$ cat src/rtl/hzc_pkg.sv
package hzc_pkg;

  typedef enum logic [1:0] {
    ST_RUN = 2'd0,
    ST_JMP = 2'd1,
    ST_BR0 = 2'd2,
    ST_BR1 = 2'd3
  } hz_state_t;

  localparam int SEL_W = 2;

  localparam logic [SEL_W-1:0] SEL_SEQ = 2'b00;
  localparam logic [SEL_W-1:0] SEL_JMP = 2'b01;
  localparam logic [SEL_W-1:0] SEL_BRT = 2'b10;

  typedef struct packed {
    logic             pc_we;
    logic             ifid_we;
    logic             bubble;
    logic [SEL_W-1:0] sel;
  } stall_ctl_t;

  function automatic stall_ctl_t mk_ctl(input logic pc, input logic ifid,
                                        input logic bub, input logic [SEL_W-1:0] sel);
    stall_ctl_t c;
    c.pc_we   = pc;
    c.ifid_we = ifid;
    c.bubble  = bub;
    c.sel     = sel;
    return c;
  endfunction

endpackage

$ cat src/rtl/hzc_load_detect.sv
module hzc_load_detect #(
  parameter int AW = 5
) (
  input  logic          ex_mem_read,
  input  logic [AW-1:0] id_rs,
  input  logic [AW-1:0] id_rt,
  input  logic [AW-1:0] ex_rt,
  input  logic          id_use_imm,
  input  logic          id_use_shamt,
  output logic          rs_clash,
  output logic          rt_clash,
  output logic          load_haz
);

  function automatic logic reg_clash(input logic rd, input logic [AW-1:0] dst,
                                     input logic [AW-1:0] src, input logic used);
    return rd && used && (dst == src);
  endfunction

  logic rt_used;

  always_comb begin
    rt_used  = !(id_use_imm || id_use_shamt);
    rs_clash = reg_clash(ex_mem_read, ex_rt, id_rs, 1'b1);
    rt_clash = reg_clash(ex_mem_read, ex_rt, id_rt, rt_used);
    load_haz = rs_clash || rt_clash;
  end

endmodule

$ cat src/rtl/hzc_seq_fsm.sv
module hzc_seq_fsm
  import hzc_pkg::*;
(
  input  logic       clk,
  input  logic       rst,
  input  logic       jump,
  input  logic       branch,
  input  logic       alu_zero,
  input  logic       load_haz,
  output stall_ctl_t ctl,
  output logic       in_run,
  output logic       in_br1
);

  hz_state_t state_q, state_d;

  always_ff @(posedge clk) begin
    if (rst) state_q <= ST_RUN;
    else     state_q <= state_d;
  end

  always_comb begin
    state_d = state_q;
    ctl     = mk_ctl(1'b1, 1'b1, 1'b0, SEL_SEQ);
    unique case (state_q)
      ST_RUN: begin
        if (jump) begin
          ctl     = mk_ctl(1'b1, 1'b0, 1'b0, SEL_JMP);
          state_d = ST_JMP;
        end else if (branch) begin
          ctl     = mk_ctl(1'b0, 1'b0, 1'b0, SEL_SEQ);
          state_d = ST_BR0;
        end else if (load_haz) begin
          ctl     = mk_ctl(1'b0, 1'b0, 1'b1, SEL_SEQ);
        end
      end
      ST_JMP: begin
        ctl     = mk_ctl(1'b1, 1'b1, 1'b1, SEL_SEQ);
        state_d = ST_RUN;
      end
      ST_BR0: begin
        if (alu_zero) begin
          ctl     = mk_ctl(1'b1, 1'b0, 1'b1, SEL_BRT);
          state_d = ST_BR1;
        end else begin
          ctl     = mk_ctl(1'b1, 1'b1, 1'b1, SEL_SEQ);
          state_d = ST_RUN;
        end
      end
      ST_BR1: begin
        ctl     = mk_ctl(1'b1, 1'b1, 1'b1, SEL_SEQ);
        state_d = ST_RUN;
      end
      default: state_d = ST_RUN;
    endcase
  end

  assign in_run = (state_q == ST_RUN);
  assign in_br1 = (state_q == ST_BR1);

  AST_STALL_PAIR: assert property (@(posedge clk) disable iff (rst)
    !ctl.pc_we |-> !ctl.ifid_we);

  AST_BR1_RETURN: assert property (@(posedge clk) disable iff (rst)
    in_br1 |=> in_run);

endmodule

$ cat src/rtl/hazard_stall_ctrl.sv
module hazard_stall_ctrl
  import hzc_pkg::*;
#(
  parameter int AW = 5
) (
  input  logic             clk,
  input  logic             rst,
  input  logic             jump,
  input  logic             branch,
  input  logic             alu_zero,
  input  logic             ex_mem_read,
  input  logic [AW-1:0]    id_rs,
  input  logic [AW-1:0]    id_rt,
  input  logic [AW-1:0]    ex_rt,
  input  logic             id_use_imm,
  input  logic             id_use_shamt,
  output logic             pc_we,
  output logic             ifid_we,
  output logic             bubble,
  output logic [SEL_W-1:0] pc_sel
);

  logic       rs_clash, rt_clash, load_haz;
  logic       in_run, in_br1;
  stall_ctl_t ctl;

  hzc_load_detect #(.AW(AW)) i_detect (
    .ex_mem_read (ex_mem_read),
    .id_rs       (id_rs),
    .id_rt       (id_rt),
    .ex_rt       (ex_rt),
    .id_use_imm  (id_use_imm),
    .id_use_shamt(id_use_shamt),
    .rs_clash    (rs_clash),
    .rt_clash    (rt_clash),
    .load_haz    (load_haz)
  );

  hzc_seq_fsm i_fsm (
    .clk     (clk),
    .rst     (rst),
    .jump    (jump),
    .branch  (branch),
    .alu_zero(alu_zero),
    .load_haz(load_haz),
    .ctl     (ctl),
    .in_run  (in_run),
    .in_br1  (in_br1)
  );

  assign pc_we   = ctl.pc_we;
  assign ifid_we = ctl.ifid_we;
  assign bubble  = ctl.bubble;
  assign pc_sel  = ctl.sel;

  AST_SEL_LEGAL: assert property (@(posedge clk) disable iff (rst)
    pc_sel != 2'b11);

  AST_RS_MATCH: assert property (@(posedge clk) disable iff (rst)
    (ex_mem_read && ex_rt == id_rs) |-> load_haz);

  AST_LOAD_BUBBLE: assert property (@(posedge clk) disable iff (rst)
    (in_run && load_haz && !jump && !branch) |-> (bubble && !pc_we && !ifid_we));

  AST_JUMP_SQUASH: assert property (@(posedge clk) disable iff (rst)
    (in_run && jump) |=> (bubble && pc_we && ifid_we && pc_sel == SEL_SEQ));

  AST_BR_RESOLVE: assert property (@(posedge clk) disable iff (rst)
    (in_run && branch && !jump) |=> (pc_we && bubble));

endmodule

$ cat config.mk
export PLATFORM = sky130hd
export DESIGN_NAME = hazard_stall_ctrl
export DESIGN_NICKNAME = d
export VERILOG_FILES = /design/src/rtl/hzc_pkg.sv /design/src/rtl/hzc_load_detect.sv /design/src/rtl/hzc_seq_fsm.sv /design/src/rtl/hazard_stall_ctrl.sv
export SDC_FILE = /design/constraint.sdc
export NUM_CORES = 1
export LEC_CHECK = 0
export ABC_AREA = 1
export ABC_CLOCK_PERIOD_IN_PS = 980
export BUFFER_PORTS_ARGS = -buffer_cell sky130_fd_sc_hd__buf_2
export CELL_PAD_IN_SITES_DETAIL_PLACEMENT = 0
export CELL_PAD_IN_SITES_GLOBAL_PLACEMENT = 1
export CORE_MARGIN = 8
export CORE_UTILIZATION = 21
export DETAILED_ROUTE_END_ITERATION = 10
export GPL_TIMING_DRIVEN = 0
export PLACE_DENSITY = 0.8
export SYNTH_ARGS = -nofsm -noshare
export SYNTH_HDL_FRONTEND = slang
export SYNTH_SLANG_ARGS = --single-unit
$ cat constraint.sdc
create_clock -name clk -period 0.98 [get_ports clk]
set_input_delay 0.196 -clock clk [delete_from_list [all_inputs] [get_ports clk]]
set_output_delay 0.196 -clock clk [all_outputs]
set_load 0.005 [all_outputs]
**Word level (Yosys, flattened, before mapping)**

Cells that the tools add are included.

- Eq/ne operators: 6
- Mux-type cells: 9
- Reductions and logical operators: 8

Operator list:

| operator | count |
|---|---|
| 2-to-1 mux 5 bit | 3 |
| case mux 5 bit (3 select lines) | 1 |
| == test 5 bit | 2 |
| 2-to-1 mux 2 bit | 3 |
| case mux 2 bit (3 select lines) | 1 |
| == test 2 bit, second input constant | 2 |
| 2-to-1 mux 4 bit | 1 |
| logical AND 1 bit | 3 |
| != test 3 bit, second input constant | 1 |
| == test 2 x 1 -> 1 bit, second input constant | 1 |
| logical NOT 2 bit | 1 |
| logical OR 1 bit | 2 |
| OR reduction 2 bit | 1 |
| logical NOT 1 bit | 1 |

- Flip-flop bits (word level): 2
- Input bits: 23
- Output and inout bits: 5
- Word-level logic and storage cells: 24

**Longest topological paths before layout**

Gate-level depths: netlist (run 1).

- Depth in word-level cells: 9
- Gate-level depth with buffers: 8
- Mapped depth without buffers: 8

**By module**

Synthesis (run 1) repeated with hierarchy kept, for this count alone.

- Cells, all modules: 84
- Area, all modules: 385.4 um2

Modules (own cells, without submodules):

| module | times used | cells each | area an instance (um2) | seq. area each (um2) |
|---|---|---|---|---|
| hzc_load_detect | 1 | 58 | 220.2 | 0.0 |
| hzc_seq_fsm | 1 | 26 | 165.2 | 40.0 |

**Least setup slack after synthesis (run 1)**

Ideal clock, no wire load.

- Path kind: flip-flop to output port
- Start: register i_fsm.state_q[1]
- End: output port ifid_we
- Arrival time: 813 ps
- Data required time: 784 ps
- Path slack: -29 ps
- Cell stages (with the launch flop): 6
- Buffers on the path: 0
- Path through: dfxtp_1 nor2_2 nand2_1 nor2_2 nand3_1 nand2_1

- Cells in the longest elaborated chain, start to end: 3
- Elaborated cells between the ends (all ways): 6
- Those cells by class: eq/ne: 3; mux: 1; reduce/logical: 2

Ends and longest elaborated chain:

| what | RTL line | text |
|---|---|---|
| start, declared | hzc_seq_fsm.sv:15 | `hz_state_t state_q, state_d;` |
| start signal, assigned | hzc_seq_fsm.sv:19 | `else state_q <= state_d;` |
| == test 2 x 1 -> 1 bit / == test 2 bit (equally long branches) | - |  |
| OR reduction 2 bit (no line) | - |  |
| case mux 5 bit (3 select lines) (*) | hzc_seq_fsm.sv:25 | `unique case (state_q)` |
| end, declared | hazard_stall_ctrl.sv:18 | `output logic ifid_we,` |

Every way passes the cells marked *; elsewhere a longest branch is shown, timed or not.

**Worst setup path after layout (run 1)**

- Start: register i_fsm.state_q[1]
- End: output port pc_we

- Cells in the longest elaborated chain, start to end: 3
- Elaborated cells between the ends (all ways): 6
- Those cells by class: eq/ne: 3; mux: 1; reduce/logical: 2

Ends and longest elaborated chain:

| what | RTL line | text |
|---|---|---|
| == test 2 x 1 -> 1 bit / == test 2 bit (equally long branches) | - |  |
| OR reduction 2 bit (no line) | - |  |
| case mux 5 bit (3 select lines) (*) | hzc_seq_fsm.sv:25 |  |
| end, declared | hazard_stall_ctrl.sv:17 | `output logic pc_we,` |

Marked as above.

==> metrics.txt, run 1 <==
status=finished, violations left; violations in the final reports=setup timing; area occupied by multi-input gates=roughly 400 sq um; Routability Congestion=slightly above 0.7; maximum vdd ir drop=about 0.38 mV; Data required, critical path=between 700 and 800 ps; Synth Register Bits=2; number of instances in the placed design=between 100 and 150; Final Hold Vio Count=0; cell type with the highest aggregate area in the netlist=nand2_1; Hold EP=i_fsm.state_q[0]; number of antenna violations at the first check in global routing=0; die boundary width=between 60 and 70 microns; Die Y-Extent=60.1 microns; post-route worst setup slack=-276 ps; Max clock buf depth=2; Most flops, register=i_fsm.state_q; Hold Worst Slack=roughly 150 ps; Final setup violation count=7; Worst-path clk slew=about 30 ps; Syn Area/Cell=just over 5 sq um; unrepaired setup endpoints after global routing=true; Final TNS setup=-1290 ps; final wirelength=around 1.4 mm; Hold Path Cell Cnt=2; number of I/O port buffers=27; worst reg2reg endpoint=i_fsm.state_q[1]; cell row count=16; number of fill cells in the layout=~210; area of the core=approximately 1900 sq um; overflow left after global routing=0; antenna viol nets, final=0; CTS tree=built; type of element launching the critical path=flip-flop; aggregate global-route resource usage=around 7.0%; level count of the clock H-tree=1; Hold WC Path Type=in -> reg; gate count after technology mapping=81; post-route DRC violation count=0; critical path buffer and inverter count=3; ant diodes=0; drt wl/cell=9.98 microns; root cell of the clock tree=clkbuf_4; total clock buffers created by CTS=3; highest cell delay on the worst timing path=around 340 ps; I/O pins=28; pin count of the biggest net entering global routing=4; registers with the most flip-flops=i_fsm.state_q: 2 flops; Post-Syn Area=~400 sq um; maximum clock rate=around 0.8 GHz; share of post-route cells with drive strength above 1=71.2%; Max stage delay cell, worst path=dfxtp_4; share of the synthesized area in the top cell type=around 29%; library cells used by synthesis=15; Final Cell Area=slightly above 800 sq um; number of maximum-capacitance violations=0; Clk Latency, worst-skew pair=between 200 and 250 ps; number of flip-flops under the largest register name=2; clock sink total=2; signed area change from the synthesized netlist to the final layout=103%; count of final max-slew check failures=0; peak fanout along the critical path=2; critical path data arrival time=roughly 1100 ps; cell types with the largest area share after synthesis=nand2_1 29%, inv_1 12%, dfxtp_1 9.8%; Leakage Power=around 0.46 nW; Max Clock Skew=4.19 ps; most common cell after layout, fill and taps aside=nand2_2; detailed-router iteration count before antenna repair=3; most frequent cells in the layout=21 x nand2_2, 18 x buf_2, 13 x nand2_1; half-perimeter wire length after detailed placement=1.09 mm; total number of vias=~600; detailed router's first-iteration violation count=2; Max-Slew Margin vs Limit=between 80 and 90%; portion of the clock cycle consumed by the worst path in the final layout=128%; number of global-route vias before repair=599; via count normalized by instance count=~4.1; number of synthesis warnings=0; proportion of synthesized chip area in sequential cells=9.82%; Worst Setup End Kind=output port; dpl cell area=approximately 580 sq um; slack of the worst reg-to-reg path=-130 ps; cell class contributing the biggest share of worst-path delay=flip-flops; number of nets at the end of the flow=~140; transition at the pin with the smallest max-transition slack=194 ps; shortest period the worst path allows=1260 ps; synthesized netlist net count=about 100; effective utilization at floorplan=21.4%; area of the die=around 3600 sq um; Pwr per Cell Area=~760 nW/um^2; area taken by flip-flops and latches=roughly 48 sq um; cell depth of the worst flop-to-flop path=6; hold wc startpoint=rst; cell-by-cell trace of the critical path=nor2_4 > nand2_2 > buf_6 > inv_2 > nand2_1 > buf_2; classification of the worst setup path=reg -> out; final non-filler cell total=145; reg2reg start=i_fsm.state_q[1]; global-route wire length before repair=roughly 2.0 mm
[where the power goes]
group          switching, mW  internal, mW  total, mW
Combinational          0.174         0.181      0.355
Sequential           0.00774        0.0889     0.0967
Clock                 0.0399         0.135      0.174
Total                  0.221         0.405      0.626
[Yosys cell counts, drive strengths merged]
cell	instances
nand2	34
inv	20
nor2	11
nand3	5
a21oi	2
dfxtp	2
nand4	2
xnor2	2
a211oi	1
nor3	1
nor3b	1
[worst max-delay path by stage]
stage,start,to,slack [ps],cells after the start
floorplan,i_fsm.state_q[1],ifid_we,-20,5
finish,i_fsm.state_q[1],pc_we,-280,6
global route,i_fsm.state_q[1],ifid_we,-340,6
detailed placement,ex_rt[3],ifid_we,-220,9
global placement,ex_rt[3],ifid_we,-200,9
CTS,i_fsm.state_q[0],pc_we,-310,6
[per-stage QoR]
step	power (mW)	setup slack [ps]	util [%]
floorplan	0.227	-15.0	-
global placement	0.321	-204	30.5
global route	0.675	-344	43.5
CTS	0.555	-309	35.5
finish	0.626	-276	43.5
detailed placement	0.327	-218	30.5
[area by class of cell]
type | count | share of cell area [%]
Clock buffer | 3 | 2.72
Multi-Input combinational cell | 59 | 47.4
Timing Repair Buffer | 34 | 30.4
Sequential cell | 2 | 5.75
Tap cell | 27 | 4.08
Inverter | 20 | 9.68
[timing repair]
item / in CTS / in global routing
gates resized for setup: 8 / 44
endpoints found under the setup margin: 5 / 7
buffers inserted: 6 / 2
pin swaps: 7 / 24
hold buffers: 0 / 0
[cell families after synthesis]
kind of cell | Yosys count | share of synthesized area, %
AO/OA/AOI/OAI | 3 | 5.52
XOR/XNOR | 2 | 4.30
flip-flops | 2 | 9.82
buffers and inverters | 20 | 18.4
AND/OR/NAND/NOR | 54 | 62.0
[per-layer routing]
metal | vias up | share of wire, % | track usage, %
met5 | - | 0 | 0
met3 | 0 | 4.6 | 0.860
li1 | 314 | - | -
met2 | 11 | 61 | 15.8
met1 | 271 | 35 | 5.34
met4 | 0 | 0 | 3.06
[worst reg2reg max path, cell delays in order (launching register included)]
cell	delay [ps]
dfxtp_4	340
buf_4	110
inv_2	40
nor3_4	170
buf_4	130
inv_2	40
a211oi_2	190
(Power assumes the default switching activity.)
==> inputs of run 2 (changes only) <==
--- a/config.mk
+++ b/config.mk
@@ -8,13 +8,11 @@
 export ABC_AREA = 1
 export ABC_CLOCK_PERIOD_IN_PS = 980
 export BUFFER_PORTS_ARGS = -buffer_cell sky130_fd_sc_hd__buf_2
-export CELL_PAD_IN_SITES_DETAIL_PLACEMENT = 0
-export CELL_PAD_IN_SITES_GLOBAL_PLACEMENT = 1
-export CORE_MARGIN = 8
-export CORE_UTILIZATION = 21
+export CORE_AREA = 8 8 45 47
 export DETAILED_ROUTE_END_ITERATION = 10
+export DIE_AREA = 0 0 53 55
 export GPL_TIMING_DRIVEN = 0
-export PLACE_DENSITY = 0.8
+export PLACE_DENSITY = 0.73
 export SYNTH_ARGS = -nofsm -noshare
 export SYNTH_HDL_FRONTEND = slang
 export SYNTH_SLANG_ARGS = --single-unit
==> run 2 against run 1 <==
Effect of this change:
- the flow still finishes with violations (setup timing)
- highest routed layer is now met4
- die area shrank 19%
- core utilization rose by 9.8 points
- clock power grew 5%
- non-clock buffer count increased by 5
- flip-flop and latch count is the same
- global-route usage up 2.6 points
- critical path type unchanged
- largest power group unchanged
- sequential share of layout area grew 0.70 points
- wire length increased by 7.0%
==> metrics.txt, run 2 (synthesized netlist as in run 1, its figures left out) <==
Max Clock Skew=4.91 ps (+0.717 ps); cell depth of the worst flop-to-flop path=7 (+1); Worst Setup End Kind=output port; registers with the most flip-flops=i_fsm.state_q: 2 flops; die boundary width=53 microns (-12%); most frequent cells in the layout=28 x nand2_1, 26 x buf_2, 12 x inv_1; final wirelength=1.55 mm (+7.0%); signed area change from the synthesized netlist to the final layout=80.7%; critical path data arrival time=1110 ps (+50 ps); portion of the clock cycle consumed by the worst path in the final layout=133% (+4.8 points); Die Y-Extent=55 microns (-8.4%); global-route wire length before repair=2.17 mm (+7.9%); post-route worst setup slack=-324 ps (-47.4 ps); CTS tree=built; total number of vias=623 (+4.5%); antenna viol nets, final=0 (unchanged); number of I/O port buffers=27 (unchanged); cell class contributing the biggest share of worst-path delay=flip-flops; slack of the worst reg-to-reg path=-200 ps (-70 ps); area of the core=1380 sq um (-27%); I/O pins=28 (unchanged); transition at the pin with the smallest max-transition slack=213 ps (+19.2 ps); Clk Latency, worst-skew pair=220 ps (about the same); highest cell delay on the worst timing path=350 ps (about the same); overall power after layout=0.620 mW (-1.0%); Core Util, Final=53.3% (+9.8 points); maximum vdd ir drop=0.505 mV (+31%); type of element launching the critical path=flip-flop; most common cell after layout, fill and taps aside=nand2_1; Max stage delay cell, worst path=dfxtp_4; violations in the final reports=setup timing; via count normalized by instance count=4.48 (+9.0%); maximum clock rate=0.767 GHz (-3.6%); Worst-path clk slew=30 ps (about the same); detailed-router iteration count before antenna repair=6 (+3); Most flops, register=i_fsm.state_q; cell-by-cell trace of the critical path=nor2_4 > nand2_2 > buf_6 > inv_2 > nand2_2 > buf_6; number of fill cells in the layout=141 (-32%); Hold EP=i_fsm.state_q[0]; Final setup violation count=7 (unchanged); Leakage Power=0.459 nW (+0.72%); effective utilization at floorplan=29.5% (+8.0 points); critical path buffer and inverter count=3 (unchanged); number of maximum-capacitance violations=0 (unchanged); Routability Congestion=0.758 (+5.7%); number of nets at the end of the flow=148 (+3.5%); Hold Path Cell Cnt=2 (unchanged); drt wl/cell=11.1 microns (+12%); total clock buffers created by CTS=3 (unchanged); pin count of the biggest net entering global routing=4 (unchanged); Final Hold Vio Count=0 (unchanged); number of antenna violations at the first check in global routing=0 (unchanged); count of final max-slew check failures=0 (unchanged); peak fanout along the critical path=3 (+1); root cell of the clock tree=clkbuf_4; number of flip-flops under the largest register name=2 (unchanged); ant diodes=0 (unchanged); status=finished, violations left; aggregate global-route resource usage=9.55% (+2.6 points); half-perimeter wire length after detailed placement=1.04 mm (-4.5%); Hold WC Path Type=in -> reg; number of global-route vias before repair=594 (-0.83%); reg2reg start=i_fsm.state_q[1]; post-route DRC violation count=0 (unchanged); clock sink total=2 (unchanged); unrepaired setup endpoints after global routing=true; Max clock buf depth=2 (unchanged); detailed router's first-iteration violation count=9 (+7); shortest period the worst path allows=1300 ps (+47.4 ps); level count of the clock H-tree=1 (unchanged); share of post-route cells with drive strength above 1=54.5% (-17 points); Max-Slew Margin vs Limit=85.7% (-1.3 points); overflow left after global routing=0 (unchanged); cell row count=14 (-2); worst reg2reg endpoint=i_fsm.state_q[1]; worst slack after detailed placement=-207 ps (+10.9 ps); Final Cell Area=737 sq um (-11%); area of the die=2920 sq um (-19%); dpl cell area=566 sq um (-2.4%); classification of the worst setup path=reg -> out; Pwr per Cell Area=841 nW/um^2 (+11%); Data required, critical path=780 ps (about the same); hold wc startpoint=rst
==> run 2: cell types whose count changed in the layout (fill, tap and decap cells not counted), sizes merged <==
cell / previous run / this run
buf: 34 / 39
==> run 2: timing repair <==
item	CTS	global route
gates resized for setup	7	11
gates cloned	0	0
hold buffers	0	0
endpoints found under the setup margin	5	7
pin swaps	5	4
buffers inserted	7	5
==> run 2: layout make-up <==
class                           count  area, sq um  area share [%]
Inverter                           20         75.1            10.2
Sequential cell                     2         47.5            6.45
Tap cell                           16         20.0            2.72
Timing Repair Buffer               39          250            34.0
Clock buffer                        3         22.5            3.06
Multi-Input combinational cell     59          322            43.6
==> run 2: worst max path at each step <==
stage | startpoint | to | slack, ps | depth (start not counted)
3_3_place_gp | ex_rt[3] | ifid_we | -190 | 9
5_1_grt | i_fsm.state_q[1] | pc_sel[0] | -380 | 6
4_1_cts | i_fsm.state_q[0] | pc_we | -320 | 6
3_5_place_dp | i_fsm.state_q[1] | ifid_we | -210 | 6
6_report | i_fsm.state_q[1] | pc_we | -320 | 6
2_1_floorplan | i_fsm.state_q[1] | ifid_we | -20 | 5
==> run 2: stage by stage <==
step,TNS [ps],hold WS (ps),instances
6_report,-1870,156,139
2_1_floorplan,-15.0,265,81
3_3_place_gp,-528,382,124
5_1_grt,-2230,144,139
4_1_cts,-1340,148,134
3_5_place_dp,-574,391,124
==> run 2: power by group <==
part,switching (mW),total (mW),internal (mW)
Sequential,0.0108,0.0998,0.0890
Combinational,0.161,0.337,0.176
Clock,0.0476,0.183,0.135
==> run 2: worst reg2reg max path, stage by stage (launching register included) <==
cell,delay [ps]
dfxtp_4,360
buf_4,110
inv_2,30
nor3_4,180
buf_4,130
buf_4,100
inv_2,40
a211oi_2,160
==> run 2: metal layers <==
metal | routed length (microns) | GRT usage, %
met5 | 0 | 0
met4 | 22 | 4.74
met3 | 77 | 2.14
met2 | 878 | 17.2
met1 | 569 | 10.3
